--- src/rtl/antdiv_pkg.sv ---
package antdiv_pkg;
  typedef enum logic [2:0] {
    PH_IDLE  = 3'd0,
    PH_CLR_A = 3'd1,
    PH_ACQ_A = 3'd2,
    PH_CLR_B = 3'd3,
    PH_ACQ_B = 3'd4
  } antdiv_phase_e;
endpackage

--- src/rtl/antdiv_seq.sv ---
module antdiv_seq
  import antdiv_pkg::*;
(
  input  logic clk,
  input  logic rst,
  input  logic win_i,
  input  logic ctl_i,
  output logic rise_o,
  output logic clear_o,
  output logic take_o,
  output logic hold_o,
  output logic decide_o,
  output logic pwr_en_o
);
  logic          win_q;
  antdiv_phase_e phase, phase_nx;

  assign rise_o   = win_i & ~win_q;
  assign take_o   = win_i & ctl_i & (phase != PH_IDLE);
  assign hold_o   = win_i & ~ctl_i & (phase == PH_ACQ_A);
  assign clear_o  = rise_o |
                    (win_i & ~ctl_i & ((phase == PH_CLR_A) | (phase == PH_ACQ_A) |
                                       (phase == PH_CLR_B)));
  assign decide_o = ~win_i & win_q & (phase == PH_ACQ_B);

  always_comb begin
    phase_nx = phase;
    if (!win_i) begin
      phase_nx = PH_IDLE;
    end else begin
      case (phase)
        PH_IDLE:  phase_nx = PH_CLR_A;
        PH_CLR_A: if (ctl_i)  phase_nx = PH_ACQ_A;
        PH_ACQ_A: if (!ctl_i) phase_nx = PH_CLR_B;
        PH_CLR_B: if (ctl_i)  phase_nx = PH_ACQ_B;
        default:  phase_nx = phase;
      endcase
    end
  end

  always_ff @(posedge clk) begin
    if (rst) begin
      win_q    <= 1'b0;
      phase    <= PH_IDLE;
      pwr_en_o <= 1'b0;
    end else begin
      win_q    <= win_i;
      phase    <= phase_nx;
      pwr_en_o <= win_i | win_q;
    end
  end
endmodule

--- src/rtl/antdiv_peak.sv ---
module antdiv_peak #(
  parameter int W = 8
) (
  input  logic         clk,
  input  logic         rst,
  input  logic         clear_i,
  input  logic         take_i,
  input  logic [W-1:0] sample_i,
  output logic [W-1:0] peak_o
);
  always_ff @(posedge clk) begin
    if (rst || clear_i) begin
      peak_o <= '0;
    end else if (take_i && (sample_i > peak_o)) begin
      peak_o <= sample_i;
    end
  end
endmodule

--- src/rtl/antdiv_decide.sv ---
module antdiv_decide #(
  parameter int W = 8
) (
  input  logic         clk,
  input  logic         rst,
  input  logic         rise_i,
  input  logic         hold_i,
  input  logic         decide_i,
  input  logic [W-1:0] trk_i,
  output logic         best_o
);
  logic [W-1:0] held_a;
  logic         b_wins;

  assign b_wins = trk_i > held_a;

  always_ff @(posedge clk) begin
    if (rst) begin
      held_a <= '0;
      best_o <= 1'b0;
    end else begin
      if (rise_i)      held_a <= '0;
      else if (hold_i) held_a <= trk_i;
      if (rise_i)        best_o <= 1'b0;
      else if (decide_i) best_o <= b_wins;
    end
  end
endmodule

--- src/rtl/antdiv_cmp.sv ---
module antdiv_cmp #(
  parameter int W = 8
) (
  input  logic         clk,
  input  logic         rst,
  input  logic         win_i,
  input  logic         ctl_i,
  input  logic [W-1:0] sample_i,
  output logic         best_o,
  output logic         pwr_en_o,
  output logic         clr_o
);
  logic         rise, clear, take, hold, decide;
  logic [W-1:0] trk;

  antdiv_seq seq_i (
    .clk(clk), .rst(rst), .win_i(win_i), .ctl_i(ctl_i),
    .rise_o(rise), .clear_o(clear), .take_o(take), .hold_o(hold),
    .decide_o(decide), .pwr_en_o(pwr_en_o)
  );

  antdiv_peak #(.W(W)) peak_i (
    .clk(clk), .rst(rst), .clear_i(clear), .take_i(take),
    .sample_i(sample_i), .peak_o(trk)
  );

  antdiv_decide #(.W(W)) dec_i (
    .clk(clk), .rst(rst), .rise_i(rise), .hold_i(hold),
    .decide_i(decide), .trk_i(trk), .best_o(best_o)
  );

  always_ff @(posedge clk) begin
    if (rst) clr_o <= 1'b0;
    else     clr_o <= clear;
  end
endmodule

--- config.mk ---
export PLATFORM = sky130hd
export DESIGN_NAME = antdiv_cmp
export DESIGN_NICKNAME = d
export VERILOG_FILES = /design/src/rtl/antdiv_pkg.sv /design/src/rtl/antdiv_seq.sv /design/src/rtl/antdiv_peak.sv /design/src/rtl/antdiv_decide.sv /design/src/rtl/antdiv_cmp.sv
export SDC_FILE = /design/constraint.sdc
export NUM_CORES = 1
export LEC_CHECK = 0
export BUFFER_PORTS_ARGS = -buffer_cell sky130_fd_sc_hd__buf_2
export CORE_ASPECT_RATIO = 2
export CORE_MARGIN = 5
export CORE_UTILIZATION = 51
export DETAILED_ROUTE_END_ITERATION = 16
export HOLD_SLACK_MARGIN = 0.06
export MAX_ROUTING_LAYER = met4
export PLACE_DENSITY = 0.72
export SYNTH_ARGS = -nofsm -noshare
export SYNTH_HDL_FRONTEND = slang
export SYNTH_SLANG_ARGS = --single-unit
--- constraint.sdc ---
create_clock -name clk -period 1.61 [get_ports clk]
set_clock_uncertainty 0.1 [all_clocks]
set_input_delay 0.2415 -clock clk [delete_from_list [all_inputs] [get_ports clk]]
set_output_delay 0.2415 -clock clk [all_outputs]
set_load 0.05 [all_outputs]
Yosys cells after proc, flatten, opt, wreduce, memory -nomap -nowiden

Cells that the tools add are included.

Bits in registers: 23
ROM bits: 0
Output and inout bits: 3
Logic and storage cells: 43
Memory bits (writable): 0
Bits in latches: 0
Memories kept: 0

Multipliers: 0
Eq/ne operators: 7
Mux-type cells: 4
Div/mod/pow operators: 0
Shifts and indexed selects: 0
Bitwise gates (word level): 15
Reductions and logical operators: 8
Add/sub/neg operators: 0
$lt $le $gt $ge: 2

Operator list:

| cell                                                                  | count |
|---|---|
| 8-bit > comparator                                                    | 2 |
| 3-bit one-hot mux with 4 select lines                                 | 1 |
| 3-bit 2-to-1 mux                                                      | 3 |
| 1-bit AND                                                             | 8 |
| 3-bit by 2-bit equality test with 1-bit output, second input constant | 2 |
| 2-bit inequality test, second input constant                          | 3 |
| 1-bit OR                                                              | 4 |
| 4-bit AND reduction                                                   | 1 |
| 4-bit nonzero test                                                    | 1 |
| 2-bit OR reduction                                                    | 2 |
| 3-bit by 1-bit equality test with 1-bit output, second input constant | 1 |
| 3-bit equality test, second input constant                            | 1 |
| 3-bit zero test                                                       | 1 |
| 1-bit NOT                                                             | 3 |
| 3-bit nonzero test                                                    | 1 |
| 1-bit logical AND                                                     | 1 |
| 1-bit logical OR                                                      | 1 |

Depth between registers and ports, before layout

Gate-level depths: netlist of the first run.

Depth after elaboration: 6
Mapped depth: 7
Depth with buffers taken out: 6

Hierarchy

A second synthesis of the first run with hierarchy kept.

Cells, all modules: 148
Area total of the unflattened synthesis: 1330.0 um^2

Modules (own cells, without submodules):

| module        | sequential area each (um^2) | area an instance (um^2) | instances | cells an instance |
|---|---|---|---|---|
| antdiv_peak   | 160.2                       | 546.8                   | 1         | 62 |
| antdiv_decide | 180.2                       | 528.0                   | 1         | 59 |
| antdiv_seq    | 100.1                       | 221.5                   | 1         | 25 |
| antdiv_cmp    | 20.0                        | 33.8                    | 1         | 2 |

Least setup slack after synthesis of the first run

Ideal clock, no wire load.

Path type: register to register
Start: register peak_i.peak_o[7]
End: register peak_i.peak_o[0]
Period minus slack after synthesis: 1.667 ns
Data arrival time: 1.447 ns
Cell stages (with the launch flop): 8
Setup time: 0.120 ns
Slack: -0.057 ns
Path through: dfxtp_1 inv_1 ha_1 a21oi_1 o21ai_0 o221a_2 buf_4 mux2i_1

Cells in the longest elaborated chain, start to end: 2

Ends and longest elaborated chain:

| what                   | line              | RTL |
|---|---|---|
| from (decl)            | antdiv_peak.sv:9  | `output logic [W-1:0] peak_o` |
| from (signal assigned) | antdiv_peak.sv:15 | `peak_o <= sample_i;` |
| 8-bit > comparator     | antdiv_peak.sv:14 | `end else if (take_i && (sample_i > peak_o)) begin` |
| 1-bit logical AND      | antdiv_peak.sv:14 |  |

Every way passes these cells.
A chain may end at the register's enable or synchronous reset.

Final worst setup path of the first run

Start: register peak_i.peak_o[7]
End: register peak_i.peak_o[4]

The elaborated chain is that of the path after synthesis.

==> impl_metrics.csv, run 1 <==
group,metric,value,unit
synthesis,synth_edf_count,0,
finish,drive_gt1_share,42.6,%
worst_setup_path,cp-end-kind,"flop",
die,fp.dieW,46.0,microns
worst_setup_path,cp-endpoint,"peak_i.peak_o[4]",
finish,final_nets,217,
timing,min_period,1.67,ns
synthesis,synth_cell_types,29,
clocking,clk_pin_slew,0.08,ns
detailed_routing,ant_nets,0,
worst_setup_path,r2r_end,"peak_i.peak_o[4]",
clocking,clk_latency,0.27,ns
worst_setup_path,slowest_delay,0.35,ns
pwr,p_per_area,604,mW/mm^2
worst_setup_path,slowest_stage,"dfxtp_2",
place,io_buffers,14,
die,dieArea,0.00378,sq mm
detailed_routing,vias_per_cell,5.38,
pwr,peakVddDrop,627,uV
timing,clock.fmax,0.599,GHz
global_routing,grt_max_degree,17,
place,dp_slack,-0.176,ns
timing,maxSlewViolCount,0,
min_path,min_from,"rst",
detailed_routing,wl_per_cell,13.8,microns
die,core_area,0.00254,sq mm
global_routing,antenna_found_initial,0,
timing,hold_viol_final,0,
timing,min_period_over_period,104,%
synthesis,synth_nets,179,
place,dp_hpwl,2250,microns
finish,diodes,0,
clocking,clk_path_buf_depth,2,
synthesis,ys_ff_latch,23,
worst_setup_path,crit_cells,6,
worst_setup_path,crit_path_start_kind,"flop",
worst_setup_path,startpoint,"peak_i.peak_o[7]",
die,start_util,52.2,%
worst_setup_path,cp_num_buf_inv,1,
worst_setup_path,crit_fanout,8,
worst_setup_path,cp_cell_sequence,"inv_2 -> ha_4 -> nand2_4 -> o211ai_1 -> o221a_4 -> mux2i_1",
timing,setup_violations,8,
worst_setup_path,reg2reg_slack,-0.06,ns
worst_setup_path,r2r-start,"peak_i.peak_o[7]",
die,die_h,82.1,microns
min_path,holdCritPathClass,"in -> reg",
clocking,cts_tree,"done",
timing,final.setup.worst_slack,-0.0592,ns
synthesis,avgSynthCellArea,8.77,sq um
timing,worst_slew_pin_slew,0.527,ns
global_routing,grt_usage,18.3,%
global_routing,grt_pass1_vias,1193,
synthesis,synth_cells,151,
die,rows,26,
detailed_routing,first_iter_violations,11,
die,boundaryPins,15,
clocking,cts_made_buffers,3,
detailed_routing,routed_wirelength,2980,microns
synthesis,synth-async-reset-ratio,0,%
detailed_routing,drc,0,
clocking,root_buffer,"clkbuf_8",
synthesis,ys_seq_area_share,34.7,%
timing,holdWs,0.119,ns
place,gp_congestion,0.775,
synthesis,yosys_most_used_dff,"dfxtp_1",
synthesis,synth_warnings,0,
timing,relSlewSlack,64.4,%
global_routing,grt_pass1_wl,5000,microns
worst_setup_path,crit_family,"compound AO/OA/AOI/OAI gates",
detailed_routing,drt-pass1-iter-count,4,
pwr,finalPower,1130,uW
global_routing,overflow,0,
clocking,ctsHoldBuffers,0,
clocking,htreeDepth,1,
place,dp.cells,207,
status,violations,"negative setup slack",
finish,fill_cells,178,
finish,area_delta_synth_final,40.6,%
min_path,hold_depth,2,
worst_setup_path,r2r_cells,6,
worst_setup_path,critPathArrivalTime,1.76,ns
synthesis,syn_area,0.00133,sq mm
worst_setup_path,critical_path_class,"reg -> reg",
finish,instances_no_fill,216,
worst_setup_path,required,1.70,ns
clocking,clock_sinks,23,
status,status,"complete, but fails checks",
timing,rsz0062_at_grt,"yes",
detailed_routing,via_count,1162,
pwr,power_leakage,0.000722,uW
flow_run,drv_cap,0,
## state kept, by name, indices dropped and copies added (netlist names)
| name | count |
|---|---|
| clr_o | 1 |
| dec_i.held_a | 8 |
| dec_i.best_o | 1 |
| peak_i.peak_o | 8 |
| seq_i.win_q | 1 |
| seq_i.pwr_en_o | 1 |
| seq_i.phase | 3 |
## Yosys cell counts, drive strengths merged, types with 2 or more instances
cell | count | area [sq um]
buf | 4 | 31.3
o21ai | 2 | 10.0
mux2i | 16 | 160
or2 | 2 | 15.0
nand3 | 3 | 15.0
nand2 | 21 | 78.8
nand2b | 2 | 12.5
a31oi | 2 | 12.5
nand4 | 2 | 12.5
and4 | 2 | 17.5
inv | 18 | 67.6
a21oi | 9 | 45.0
dfxtp | 23 | 460
nor2 | 18 | 67.6
ha | 16 | 200
## worst min-delay path by stage
stage / end
global placement: clr_o
CTS: seq_i.pwr_en_o
floorplan: seq_i.pwr_en_o
detailed placement: dec_i.best_o
finish: seq_i.pwr_en_o
global route: seq_i.pwr_en_o
## metrics by stage
stage | util (%) | cell area [sq um] | TNS [ns]
2_1_floorplan | - | 1350 | 0
3_3_place_gp | 61.8 | 1570 | -1.01
3_5_place_dp | 61.8 | 1570 | -1.42
4_1_cts | 71.8 | 1820 | -0.0694
5_1_grt | 73.4 | 1860 | -0.912
6_report | 73.4 | 1860 | -0.260
## timing repair
item	in CTS	in global routing
setup buffers	5	1
setup endpoints to repair	9	9
gates cloned	0	0
gates resized for setup	31	8
pin swaps	10	11
## cell type report
type	instances	area (sq um)	area share [%]
inverters	18	67.6	3.63
flip-flops and latches	23	470	25.3
well taps	28	35.0	1.88
multi-input cells	106	975	52.3
clock buffers	4	45.0	2.42
repair buffers	37	270	14.5
## kinds of logic (layout without fill, tap and decap cells)
kind of cell               count (synthesis)  after routing  share of synthesized area (%)
DFF                                       23             23                           34.7
muxes                                     16             16                           12.1
AOI/OAI and AO/OA                         19             19                           11.0
xor gates and xnor gates                   1              1                          0.661
adders and majority gates                 16             16                           15.1
and+or+nand+nor                           54             54                           19.0
buffers and inverters                     22             59                           7.46
## metal layers
layer | wire, microns | track usage [%]
met5 | 0 | -
met4 | 61 | 7.69
met3 | 73 | 1.97
met2 | 1730 | 33.7
met1 | 1110 | 18.4
## cell usage in the layout, fill, tap and decap left out, drive strengths merged, types with 2 or more instances in the layout
cell type / n
dfxtp: 23
a31oi: 2
buf: 37
nand2: 21
mux2i: 16
o21ai: 2
inv: 18
and4: 2
a21oi: 9
clkbuf: 4
nor2: 18
nand3: 3
ha: 16
nand4: 2
nand2b: 2
or2: 2
## report_power, final
group          switching (uW)  total [uW]  internal (uW)  leakage, uW
Sequential               6.00         583            577     0.000190
Combinational            99.4         192           92.8     0.000508
Clock                     174         351            177    0.0000228
Total                     280        1130            846     0.000722
Power figures use the tool's default switching activity.
==> run 2, diff against run 1 <==
--- a/config.mk
+++ b/config.mk
@@ -6,13 +6,12 @@
 export NUM_CORES = 1
 export LEC_CHECK = 0
 export BUFFER_PORTS_ARGS = -buffer_cell sky130_fd_sc_hd__buf_2
-export CORE_ASPECT_RATIO = 2
 export CORE_MARGIN = 5
-export CORE_UTILIZATION = 51
+export CORE_UTILIZATION = 60
 export DETAILED_ROUTE_END_ITERATION = 16
 export HOLD_SLACK_MARGIN = 0.06
 export MAX_ROUTING_LAYER = met4
-export PLACE_DENSITY = 0.72
+export PLACE_DENSITY = 0.8
 export SYNTH_ARGS = -nofsm -noshare
 export SYNTH_HDL_FRONTEND = slang
 export SYNTH_SLANG_ARGS = --single-unit
==> constraint.sdc (replaced) <==
create_clock -name clk -period 2.1 [get_ports clk]
set_clock_uncertainty 0.1 [all_clocks]
set_input_delay 0.315 -clock clk [delete_from_list [all_inputs] [get_ports clk]]
set_output_delay 0.315 -clock clk [all_outputs]
set_load 0.05 [all_outputs]
==> impl_metrics.csv, run 2 (same netlist as run 1, synthesis figures left out) <==
group,metric,value,unit
detailed_routing,drc,0,
finish,diodes,0,
global_routing,grt_pass1_wl,4020,microns
die,die_h,57.0,microns
worst_setup_path,cp-end-kind,"flop",
clocking,clk_latency,0.30,ns
worst_setup_path,required,2.24,ns
clocking,ctsResizeCount,0,
finish,drive_gt1_share,13.9,%
worst_setup_path,crit_path_start_kind,"flop",
clocking,cts_setup_buffers,0,
global_routing,grt_max_degree,17,
finish,final_nets,195,
timing,tns,0,ns
finish,regArea,460,sq um
finish,area_delta_synth_final,8.12,%
timing,setup_violations,0,
worst_setup_path,r2r_cells,6,
min_path,hold_depth,2,
detailed_routing,first_iter_violations,19,
global_routing,grt_pass1_vias,998,
place,dp.cells,190,
global_routing,grt_usage,15.6,%
detailed_routing,via_count,1039,
global_routing,antenna_found_initial,0,
timing,min_period,1.84,ns
clocking,cts_tree,"done",
clocking,root_buffer,"clkbuf_4",
detailed_routing,wl_per_cell,11.8,microns
worst_setup_path,critical_path_class,"reg -> reg",
die,fp.dieW,57.0,microns
detailed_routing,drt-pass1-iter-count,4,
place,gp_congestion,0.752,
flow_run,drv_cap,0,
detailed_routing,routed_wirelength,2290,microns
timing,maxSlewViolCount,0,
clocking,clk_pin_slew,0.12,ns
global_routing,overflow,0,
finish,fill_cells,196,
worst_setup_path,crit_fanout,8,
timing,min_period_over_period,87.8,%
die,dieArea,0.00325,sq mm
pwr,p_per_area,519,mW/mm^2
timing,worst_slew_pin_slew,0.565,ns
timing,clock.fmax,0.542,GHz
place,dp_hpwl,1830,microns
clocking,cts_made_buffers,3,
clocking,htreeDepth,1,
finish,instances_no_fill,194,
finish,multi_input_area,766,sq um
finish,top_regs,"dec_i.held_a x8, peak_i.peak_o x8, seq_i.phase x3",
clocking,ctsHoldBuffers,0,
detailed_routing,vias_per_cell,5.36,
die,boundaryPins,15,
finish,final_cell_mix,"dfxtp_1 (23), nand2_1 (21), inv_1 (18), nor2_1 (18)",
place,io_buffers,14,
timing,relSlewSlack,62.3,%
die,start_util,61.1,%
finish,mostFrequentLayoutCell,"dfxtp_1",
clocking,clock_sinks,23,
detailed_routing,ant_nets,0,
pwr,power_leakage,0.000559,uW
clocking,clk_path_buf_depth,2,
min_path,holdCritPathClass,"in -> reg",
die,core_area,0.00217,sq mm
timing,hold_viol_final,0,
die,rows,17,
timing,rsz0062_at_grt,"no",
pwr,peakVddDrop,385,uV
status,status,"finished, final reports clean",
worst_setup_path,critPathArrivalTime,1.99,ns
[run 2: cell count changes in the layout (fill, tap and decap cells not counted), moves of 8 or more]
| cell | before | now |
|---|---|---|
| buf_4 | 18 | 1 |
| dfxtp_1 | 15 | 23 |
| dfxtp_2 | 8 | 0 |
| ha_1 | 4 | 16 |
| ha_4 | 12 | 0 |
[run 2: critical path: stages (launching register included)]
cell     delay, ns
dfxtp_1       0.40
inv_1         0.06
ha_1          0.29
and4_1        0.22
a21oi_1       0.12
o221a_2       0.37
mux2i_1       0.22
[run 2: path summary, 6_finish.rpt]
path	startpoint	end	slack, ns
worst max-delay path	peak_i.peak_o[6]	peak_i.peak_o[6]	0.26
worst min-delay path	rst	seq_i.pwr_en_o	0.14
worst max register to register	peak_i.peak_o[6]	peak_i.peak_o[6]	0.26
worst min register to register	dec_i.best_o	dec_i.best_o	0.40
[run 2: cell type report]
type / count / share of cell area, %
sequential: 23 / 32.1
multi-input combinational: 106 / 53.4
timing repair buffer: 15 / 5.41
tap: 28 / 2.45
clock buffer: 4 / 1.83
inverter: 18 / 4.72
[run 2: through the flow]
| stage | setup WS, ns | hold slack (ns) | power (uW) | area [sq um] | util (%) |
|---|---|---|---|---|---|
| 2_1_floorplan | 0.433 | 0.287 | 524 | 1330 | - |
| 3_3_place_gp | 0.304 | 0.371 | 549 | 1410 | 64.8 |
| 3_5_place_dp | 0.249 | 0.382 | 552 | 1410 | 64.8 |
| 4_1_cts | 0.234 | 0.134 | 748 | 1430 | 66.0 |
| 5_1_grt | 0.100 | 0.142 | 778 | 1430 | 66.0 |
| 6_report | 0.256 | 0.141 | 743 | 1430 | 66.0 |
[run 2: metal layers]
metal	routed length (microns)	vias up	track usage, %
li1	-	544	-
met1	1060	483	18.6
met2	1140	8	26.9
met3	59	4	2.26
met4	31	0	5.30
met5	0	-	-
[run 2: power breakdown]
part	internal [uW]	switching (uW)	leakage [uW]
registers	443	5.07	0.000186
logic	37.8	57.2	0.000357
clock network	74.1	127	0.0000150
